`src/rtl/pp_buf_pkg.sv`:
```
package pp_buf_pkg;
  typedef enum logic [1:0] {
    DR_IDLE,
    DR_REQ,
    DR_DATA
  } drain_st_e;
endpackage

```
`src/rtl/pp_bank.sv`:
```
module pp_bank #(
  parameter int WORD_W = 32,
  parameter int DEPTH  = 16,
  localparam int CNT_W  = $clog2(DEPTH + 1),
  localparam int IDX_W  = $clog2(DEPTH),
  localparam int PAIR_W = $clog2(DEPTH / 2)
) (
  input  logic              clk_i,
  input  logic              rst_ni,
  input  logic              wr_en_i,
  input  logic [WORD_W-1:0] wr_data_i,
  input  logic              clr_i,
  input  logic [PAIR_W-1:0] pair_idx_i,
  output logic [CNT_W-1:0]  cnt_o,
  output logic [WORD_W-1:0] lo_o,
  output logic [WORD_W-1:0] hi_o
);
  logic [WORD_W-1:0] mem_q [DEPTH];
  logic [CNT_W-1:0]  cnt_q;

  always_ff @(posedge clk_i or negedge rst_ni) begin
    if (!rst_ni)      cnt_q <= '0;
    else if (clr_i)   cnt_q <= '0;
    else if (wr_en_i) cnt_q <= cnt_q + CNT_W'(1);
  end

  always_ff @(posedge clk_i) begin
    if (wr_en_i) mem_q[cnt_q[IDX_W-1:0]] <= wr_data_i;
  end

  assign cnt_o = cnt_q;
  assign lo_o  = mem_q[{pair_idx_i, 1'b0}];
  assign hi_o  = mem_q[{pair_idx_i, 1'b1}];


  bank_no_overflow_chk: assert property (@(posedge clk_i) disable iff (!rst_ni)
    wr_en_i |-> cnt_q < CNT_W'(DEPTH));

  bank_no_write_drain_chk: assert property (@(posedge clk_i) disable iff (!rst_ni)
    !(wr_en_i && clr_i));
endmodule

```
`src/rtl/pp_drain.sv`:
```
module pp_drain
  import pp_buf_pkg::*;
#(
  parameter int ADDR_W = 32,
  parameter int WORD_W = 32,
  parameter int DEPTH  = 16,
  localparam int CNT_W  = $clog2(DEPTH + 1),
  localparam int LEN_W  = $clog2(DEPTH),
  localparam int PAIR_W = $clog2(DEPTH / 2)
) (
  input  logic                clk_i,
  input  logic                rst_ni,
  input  logic                pend_i,
  input  logic [ADDR_W-1:0]   addr_i,
  input  logic [CNT_W-1:0]    cnt_i,
  input  logic [WORD_W-1:0]   lo_i,
  input  logic [WORD_W-1:0]   hi_i,
  input  logic                req_ready_i,
  input  logic                beat_ready_i,
  output logic [PAIR_W-1:0]   pair_idx_o,
  output logic                done_o,
  output logic                req_valid_o,
  output logic [ADDR_W-1:0]   req_addr_o,
  output logic [LEN_W-1:0]    req_len_o,
  output logic                beat_valid_o,
  output logic [2*WORD_W-1:0] beat_data_o,
  output logic [1:0]          beat_mask_o,
  output logic                beat_last_o
);
  drain_st_e         st_q;
  logic [PAIR_W-1:0] pair_q;
  logic [CNT_W-1:0]  words_done;
  logic              hi_ok, last_beat;

  assign words_done = CNT_W'({pair_q, 1'b0});
  assign hi_ok      = (words_done + CNT_W'(1)) < cnt_i;
  assign last_beat  = (words_done + CNT_W'(2)) >= cnt_i;

  always_ff @(posedge clk_i or negedge rst_ni) begin
    if (!rst_ni) begin
      st_q   <= DR_IDLE;
      pair_q <= '0;
    end else begin
      unique case (st_q)
        DR_IDLE: if (pend_i) st_q <= DR_REQ;
        DR_REQ: if (req_ready_i) begin
          st_q   <= DR_DATA;
          pair_q <= '0;
        end
        DR_DATA: if (beat_ready_i) begin
          if (last_beat) st_q <= DR_IDLE;
          else           pair_q <= pair_q + PAIR_W'(1);
        end
        default: st_q <= DR_IDLE;
      endcase
    end
  end

  assign pair_idx_o   = pair_q;
  assign done_o       = (st_q == DR_DATA) && beat_ready_i && last_beat;
  assign req_valid_o  = (st_q == DR_REQ);
  assign req_addr_o   = addr_i;
  assign req_len_o    = LEN_W'(cnt_i - CNT_W'(1));
  assign beat_valid_o = (st_q == DR_DATA);
  assign beat_data_o  = {hi_i, lo_i};
  assign beat_mask_o  = {hi_ok, 1'b1};
  assign beat_last_o  = last_beat;


  req_hold_chk: assert property (@(posedge clk_i) disable iff (!rst_ni)
    req_valid_o && !req_ready_i |=> req_valid_o && $stable(req_addr_o) && $stable(req_len_o));

  beat_hold_chk: assert property (@(posedge clk_i) disable iff (!rst_ni)
    beat_valid_o && !beat_ready_i |=> beat_valid_o && $stable(beat_data_o)
      && $stable(beat_mask_o) && $stable(beat_last_o));

  beat_in_range_chk: assert property (@(posedge clk_i) disable iff (!rst_ni)
    beat_valid_o |-> words_done < cnt_i);
endmodule

```
`src/rtl/pp_post_buf.sv`:
```
module pp_post_buf #(
  parameter int ADDR_W      = 32,
  parameter int WORD_W      = 32,
  parameter int NUM_WIN     = 4,
  parameter int SHORT_DEPTH = 8,
  parameter int LONG_DEPTH  = 16,
  localparam int WIN_W  = $clog2(NUM_WIN),
  localparam int CNT_W  = $clog2(LONG_DEPTH + 1),
  localparam int LEN_W  = $clog2(LONG_DEPTH),
  localparam int PAIR_W = $clog2(LONG_DEPTH / 2)
) (
  input  logic                clk_i,
  input  logic                rst_ni,
  input  logic [NUM_WIN-1:0]  burst_long_i,
  input  logic                bus_valid_i,
  output logic                bus_ready_o,
  input  logic [WORD_W-1:0]   bus_data_i,
  input  logic                bus_last_i,
  input  logic [ADDR_W-1:0]   bus_addr_i,
  input  logic [WIN_W-1:0]    bus_win_i,
  output logic                mem_req_valid_o,
  input  logic                mem_req_ready_i,
  output logic [ADDR_W-1:0]   mem_req_addr_o,
  output logic [LEN_W-1:0]    mem_req_len_o,
  output logic                mem_beat_valid_o,
  input  logic                mem_beat_ready_i,
  output logic [2*WORD_W-1:0] mem_beat_data_o,
  output logic [1:0]          mem_beat_mask_o,
  output logic                mem_beat_last_o
);
  localparam logic [ADDR_W-1:0] STEP = ADDR_W'(WORD_W / 8);

  logic              in_burst_q, long_q, fill_sel_q, drain_sel_q;
  logic [1:0]        closed_q;
  logic [ADDR_W-1:0] nxt_addr_q;
  logic [ADDR_W-1:0] bank_addr_q [2];
  logic [CNT_W-1:0]  bank_cnt [2];
  logic [WORD_W-1:0] bank_lo [2];
  logic [WORD_W-1:0] bank_hi [2];
  logic [1:0]        bank_wr, bank_clr;
  logic [PAIR_W-1:0] pair_idx;
  logic              acc, close, done, cur_long;
  logic [ADDR_W-1:0] cur_addr;
  logic [CNT_W-1:0]  lim, fill_cnt;

  // first word of a burst takes window setting and address from the bus
  assign cur_long = in_burst_q ? long_q : burst_long_i[bus_win_i];
  assign cur_addr = in_burst_q ? nxt_addr_q : bus_addr_i;
  assign lim      = cur_long ? CNT_W'(LONG_DEPTH) : CNT_W'(SHORT_DEPTH);
  assign fill_cnt = bank_cnt[fill_sel_q];

  assign bus_ready_o = in_burst_q ? !closed_q[fill_sel_q] : (closed_q == 2'b00);
  assign acc         = bus_valid_i && bus_ready_o;
  assign close       = acc && (bus_last_i || (fill_cnt + CNT_W'(1) == lim));

  always_ff @(posedge clk_i or negedge rst_ni) begin
    if (!rst_ni) begin
      in_burst_q  <= 1'b0;
      long_q      <= 1'b0;
      fill_sel_q  <= 1'b0;
      drain_sel_q <= 1'b0;
      closed_q    <= '0;
      nxt_addr_q  <= '0;
      for (int b = 0; b < 2; b++) bank_addr_q[b] <= '0;
    end else begin
      if (acc) begin
        in_burst_q <= !bus_last_i;
        long_q     <= cur_long;
        nxt_addr_q <= cur_addr + STEP;
        if (fill_cnt == '0) bank_addr_q[fill_sel_q] <= cur_addr;
      end
      if (close) fill_sel_q <= !fill_sel_q;
      if (done)  drain_sel_q <= !drain_sel_q;
      for (int b = 0; b < 2; b++) begin
        if (close && (fill_sel_q == 1'(b)))      closed_q[b] <= 1'b1;
        else if (done && (drain_sel_q == 1'(b))) closed_q[b] <= 1'b0;
      end
    end
  end

  for (genvar b = 0; b < 2; b++) begin : g_bank
    assign bank_wr[b]  = acc && (fill_sel_q == 1'(b));
    assign bank_clr[b] = done && (drain_sel_q == 1'(b));
    pp_bank #(
      .WORD_W(WORD_W),
      .DEPTH (LONG_DEPTH)
    ) u_bank (
      .clk_i     (clk_i),
      .rst_ni    (rst_ni),
      .wr_en_i   (bank_wr[b]),
      .wr_data_i (bus_data_i),
      .clr_i     (bank_clr[b]),
      .pair_idx_i(pair_idx),
      .cnt_o     (bank_cnt[b]),
      .lo_o      (bank_lo[b]),
      .hi_o      (bank_hi[b])
    );
  end

  pp_drain #(
    .ADDR_W(ADDR_W),
    .WORD_W(WORD_W),
    .DEPTH (LONG_DEPTH)
  ) u_drain (
    .clk_i       (clk_i),
    .rst_ni      (rst_ni),
    .pend_i      (closed_q[drain_sel_q]),
    .addr_i      (bank_addr_q[drain_sel_q]),
    .cnt_i       (bank_cnt[drain_sel_q]),
    .lo_i        (bank_lo[drain_sel_q]),
    .hi_i        (bank_hi[drain_sel_q]),
    .req_ready_i (mem_req_ready_i),
    .beat_ready_i(mem_beat_ready_i),
    .pair_idx_o  (pair_idx),
    .done_o      (done),
    .req_valid_o (mem_req_valid_o),
    .req_addr_o  (mem_req_addr_o),
    .req_len_o   (mem_req_len_o),
    .beat_valid_o(mem_beat_valid_o),
    .beat_data_o (mem_beat_data_o),
    .beat_mask_o (mem_beat_mask_o),
    .beat_last_o (mem_beat_last_o)
  );


  new_burst_idle_chk: assert property (@(posedge clk_i) disable iff (!rst_ni)
    acc && !in_burst_q |-> bank_cnt[0] == '0 && bank_cnt[1] == '0);

  fill_open_chk: assert property (@(posedge clk_i) disable iff (!rst_ni)
    acc |-> !closed_q[fill_sel_q]);

  req_closed_chk: assert property (@(posedge clk_i) disable iff (!rst_ni)
    mem_req_valid_o |-> closed_q[drain_sel_q]);

  depth_cap_chk: assert property (@(posedge clk_i) disable iff (!rst_ni)
    in_burst_q |-> fill_cnt <= (long_q ? CNT_W'(LONG_DEPTH) : CNT_W'(SHORT_DEPTH)));
endmodule

```
`config.mk`:
```
export PLATFORM = sky130hd
export DESIGN_NAME = pp_post_buf
export DESIGN_NICKNAME = d
export VERILOG_FILES = /design/src/rtl/pp_buf_pkg.sv /design/src/rtl/pp_bank.sv /design/src/rtl/pp_drain.sv /design/src/rtl/pp_post_buf.sv
export SDC_FILE = /design/constraint.sdc
export NUM_CORES = 1
export LEC_CHECK = 0
export BUFFER_PORTS_ARGS = -buffer_cell sky130_fd_sc_hd__buf_2
export CAP_MARGIN = 20
export CORE_AREA = 2 2 276 278
export DETAILED_ROUTE_END_ITERATION = 8
export DIE_AREA = 0 0 278 280
export PLACE_DENSITY_LB_ADDON = 0.25
export SETUP_SLACK_MARGIN = 0.1
export SYNTH_ARGS = -nofsm -noshare
export SYNTH_HDL_FRONTEND = slang
export SYNTH_SLANG_ARGS = --single-unit
```
`constraint.sdc`:
```
create_clock -name clk_i -period 5.4 [get_ports clk_i]
set_input_delay 1.08 -clock clk_i [delete_from_list [all_inputs] [get_ports clk_i]]
set_output_delay 1.08 -clock clk_i [all_outputs]
set_load 0.03 [all_outputs]
```
==> impl_metrics.tcl <==
set metrics [dict create \
    finalMaxSlewViolations 0 \
    syn_area_um2 45300 \
    htree_levels 3 \
    coreArea_um2 75200 \
    ys.warnings.count 0 \
    rrSetupSlack_ns 1.62 \
    worstPathArrival_ns 3.32 \
    cap_viol_max_count 0 \
    overflow 0 \
    num_rows 101 \
    die-height_um 280 \
    clkLatencyLatePin_ns 0.68 \
    cts_resized 0 \
    cts_setup_buffers 0 \
    first_global_vias 23500 \
    post-place-ws_ns 1.29 \
    ys.flop_type "edfxtp_1" \
    syn_avg_cell_area_um2 20.9 \
    reg2reg_depth 7 \
    antenna_found_initial 0 \
    clkTransAtPathRegs_ns 0.06 \
    crit_family "multiplexers" \
    fin_ws_ns 0.999 \
    grt_max_degree 83 \
    cp.required_ns 4.32 \
    nets 2487 \
    hold_path_class "reg2reg" \
    track_usage 0.270 \
    critical_path_class "reg2out" \
    finalSetupViolCount 0 \
    cpPeakStageDelay_ns 0.85 \
    rsz0062_at_grt "no" \
    min_from "bank_addr_q[41]$_DFFE_PN0P_" \
    start_util 0.602 \
    numCtsBuffers 109 \
    power.density_nw_per_um2 478 \
    final_antenna_net_count 0 \
    viasPerCell 6.51 \
    syn_inst 2166 \
    crit_slowest_cell "dfrtp_4" \
    drt_iter0_drc 2371 \
    synth_edf_count 1024 \
    gp_congestion 0.815 \
    layout-drive-gt1-share 0.330 \
    cts_root_buf "clkbuf_16" \
    holdPathEnd "bank_addr_q[41]$_DFFE_PN0P_" \
    antennaDiodeCount 0 \
    outcome "completed" \
    drc 0 \
    hpwl_um 55000 \
    wire_per_inst_um 29.7 \
    reg2reg_to "g_bank[1].u_bank.mem_q[15][17]$_DFFE_PP_" \
    p_leak_nw 16.7 \
    die_x_um 278 \
    crit_chain "buf_12 -> mux4_2 -> mux4_2 -> buf_2" \
    grt_pass1_wl_um 153000 \
    period_needed_ns 4.40 \
    worstSetupStartpointType "register" \
    path_buf_inv 2 \
    die_area_um2 77800 \
    r2r-start "fill_sel_q$_DFFE_PN0N_" \
    mostFrequentLayoutCell "edfxtp_1" \
    hold_buffers 0 \
    cts_tree "built" \
    syn_nets 2260 \
    clock_sinks 1141 \
    dr.pass1.iters 7 \
    worst-path-stages 4 \
    final_util 0.680 \
    hold_viol 0 \
    ys_ff_latch 1141 \
    areaGrowthSynthToFinish_pct 13.0 \
    wl_um 103000 \
    finalSetupTns_ns 0 \
    fin_crit_sh 0.815 \
    fmaxAchievable_mhz 227 \
    max_slew_margin 0.268 \
    max-vdd-ir-drop_v 0.000712 \
    yosysUniqueCellTypes 79 \
    vias 22500 \
    tightest_slew_ns 1.10 \
    ioPinCount 182 \
    clock_skew_ns 0.0282 \
    numPortBuffers 180 \
    ys_seq_area_frac 0.744 \
    cp_max_fo 82 \
    holdPathStages 2 \
    holdWs_ns 0.477 \
    async_reset_ff_frac 0.103 \
    cpMostUsedCell "mux4_2" \
    cts_buffer_depth 3 \
    final_cell_mix "edfxtp_1, mux4_2, buf_2, nand2_1, dfrtp_1" \
    num-fill-cells 4580 \
    worstSetupEndpointType "output pin" \
]
## metrics by stage
step | power (mW) | cells | cell area [um^2]
finish | 24.4 | 3460 | 51100
floorplan | 15.3 | 2166 | 45300
detailed placement | 17.1 | 3257 | 47600
global placement | 17.0 | 3257 | 47600
global route | 25.4 | 3460 | 51100
CTS | 24.6 | 3457 | 51100
## how the worst max path moves through the flow
stage	from	end
CTS	u_drain.pair_idx_o[0]$_DFFE_PN0P_	mem_beat_data_o[22]
floorplan	closed_q[0]$_DFFE_PN0P_	g_bank[1].u_bank.mem_q[0][0]$_DFFE_PP_
finish	u_drain.pair_idx_o[1]$_DFFE_PN0P_	mem_beat_data_o[21]
global route	u_drain.pair_idx_o[0]$_DFFE_PN0P_	mem_beat_data_o[24]
global placement	bus_valid_i	g_bank[0].u_bank.mem_q[15][12]$_DFFE_PP_
detailed placement	bus_valid_i	g_bank[0].u_bank.mem_q[15][15]$_DFFE_PP_
## sequential cells by signal, indices dropped and copies added, names as in the netlist
| name | count |
|---|---|
| long_q | 1 |
| nxt_addr_q | 32 |
| closed_q | 2 |
| g_bank.u_bank.cnt_o | 10 |
| in_burst_q | 1 |
| drain_sel_q | 1 |
| fill_sel_q | 1 |
| g_bank.u_bank.mem_q | 1024 |
| u_drain.st_q | 2 |
| u_drain.pair_idx_o | 3 |
| bank_addr_q | 64 |
## synth_stat cells (4+ instances only)
| master | number | area, um^2 |
|---|---|---|
| nand4_1 | 4 | 25.0 |
| or3_1 | 5 | 31.3 |
| dfrtp_1 | 117 | 2930 |
| mux2i_1 | 44 | 440 |
| clkbuf_1 | 73 | 274 |
| nor2b_1 | 7 | 43.8 |
| a221o_1 | 4 | 40.0 |
| nor3_1 | 10 | 50.1 |
| mux2_2 | 37 | 417 |
| edfxtp_1 | 1024 | 30700 |
| mux4_2 | 321 | 7230 |
| o21ai_0 | 84 | 420 |
| and3_1 | 7 | 43.8 |
| o21ai_1 | 9 | 45.0 |
| or2_2 | 4 | 25.0 |
| xor2_1 | 14 | 123 |
| nor2_1 | 53 | 199 |
| xnor2_1 | 23 | 201 |
| ha_1 | 18 | 225 |
| nand3_1 | 22 | 110 |
| o22ai_1 | 9 | 56.3 |
| buf_2 | 7 | 35.0 |
| a21oi_1 | 20 | 100 |
| inv_1 | 17 | 63.8 |
| nand2b_1 | 6 | 37.5 |
| nand2_1 | 121 | 454 |
| buf_1 | 28 | 105 |
| buf_6 | 4 | 45.0 |
| nor4_1 | 4 | 25.0 |
## layer usage
layer,global-route usage,part of all wire,wire [um],vias up
li1,-,-,-,9385
met1,0.372,0.39,39900,12000
met2,0.455,0.51,52800,1026
met3,0.0464,0.076,7800,151
met4,0.0743,0.022,2220,0
met5,0,0,0,-
## report_power, final
group | switching (mW) | internal, mW
registers | 0.478 | 10.1
logic | 3.68 | 2.64
clock network | 3.25 | 4.28
total | 7.40 | 17.0
## kinds of logic after synthesis
logic type / share of synthesized area
flip-flops: 0.744
multiplexers: 0.179
AND/OR/NAND/NOR: 0.0308
AO/OA/AOI/OAI: 0.0207
buffers and inverters: 0.0127
XOR/XNOR: 0.00716
adder cells (fa/ha/maj): 0.00498
other: 0.0000829
## tightest hold or removal path, cell delays in order, from the launching register on
cell and delay, ns:
dfrtp_1 0.34, nand2_1 0.04, o21ai_0 0.06
## layout make-up
| class | instances | area, um^2 | share of cell area |
|---|---|---|---|
| Clock buffer | 127 | 2840 | 0.0555 |
| Sequential cell | 1141 | 33700 | 0.659 |
| Tap cell | 978 | 1220 | 0.0239 |
| Inverter | 18 | 67.6 | 0.00132 |
| Multi-Input combinational cell | 891 | 11200 | 0.220 |
| Clock inverter | 73 | 659 | 0.0129 |
| Timing Repair Buffer | 232 | 1420 | 0.0278 |
Power figures use the tool's default switching activity.
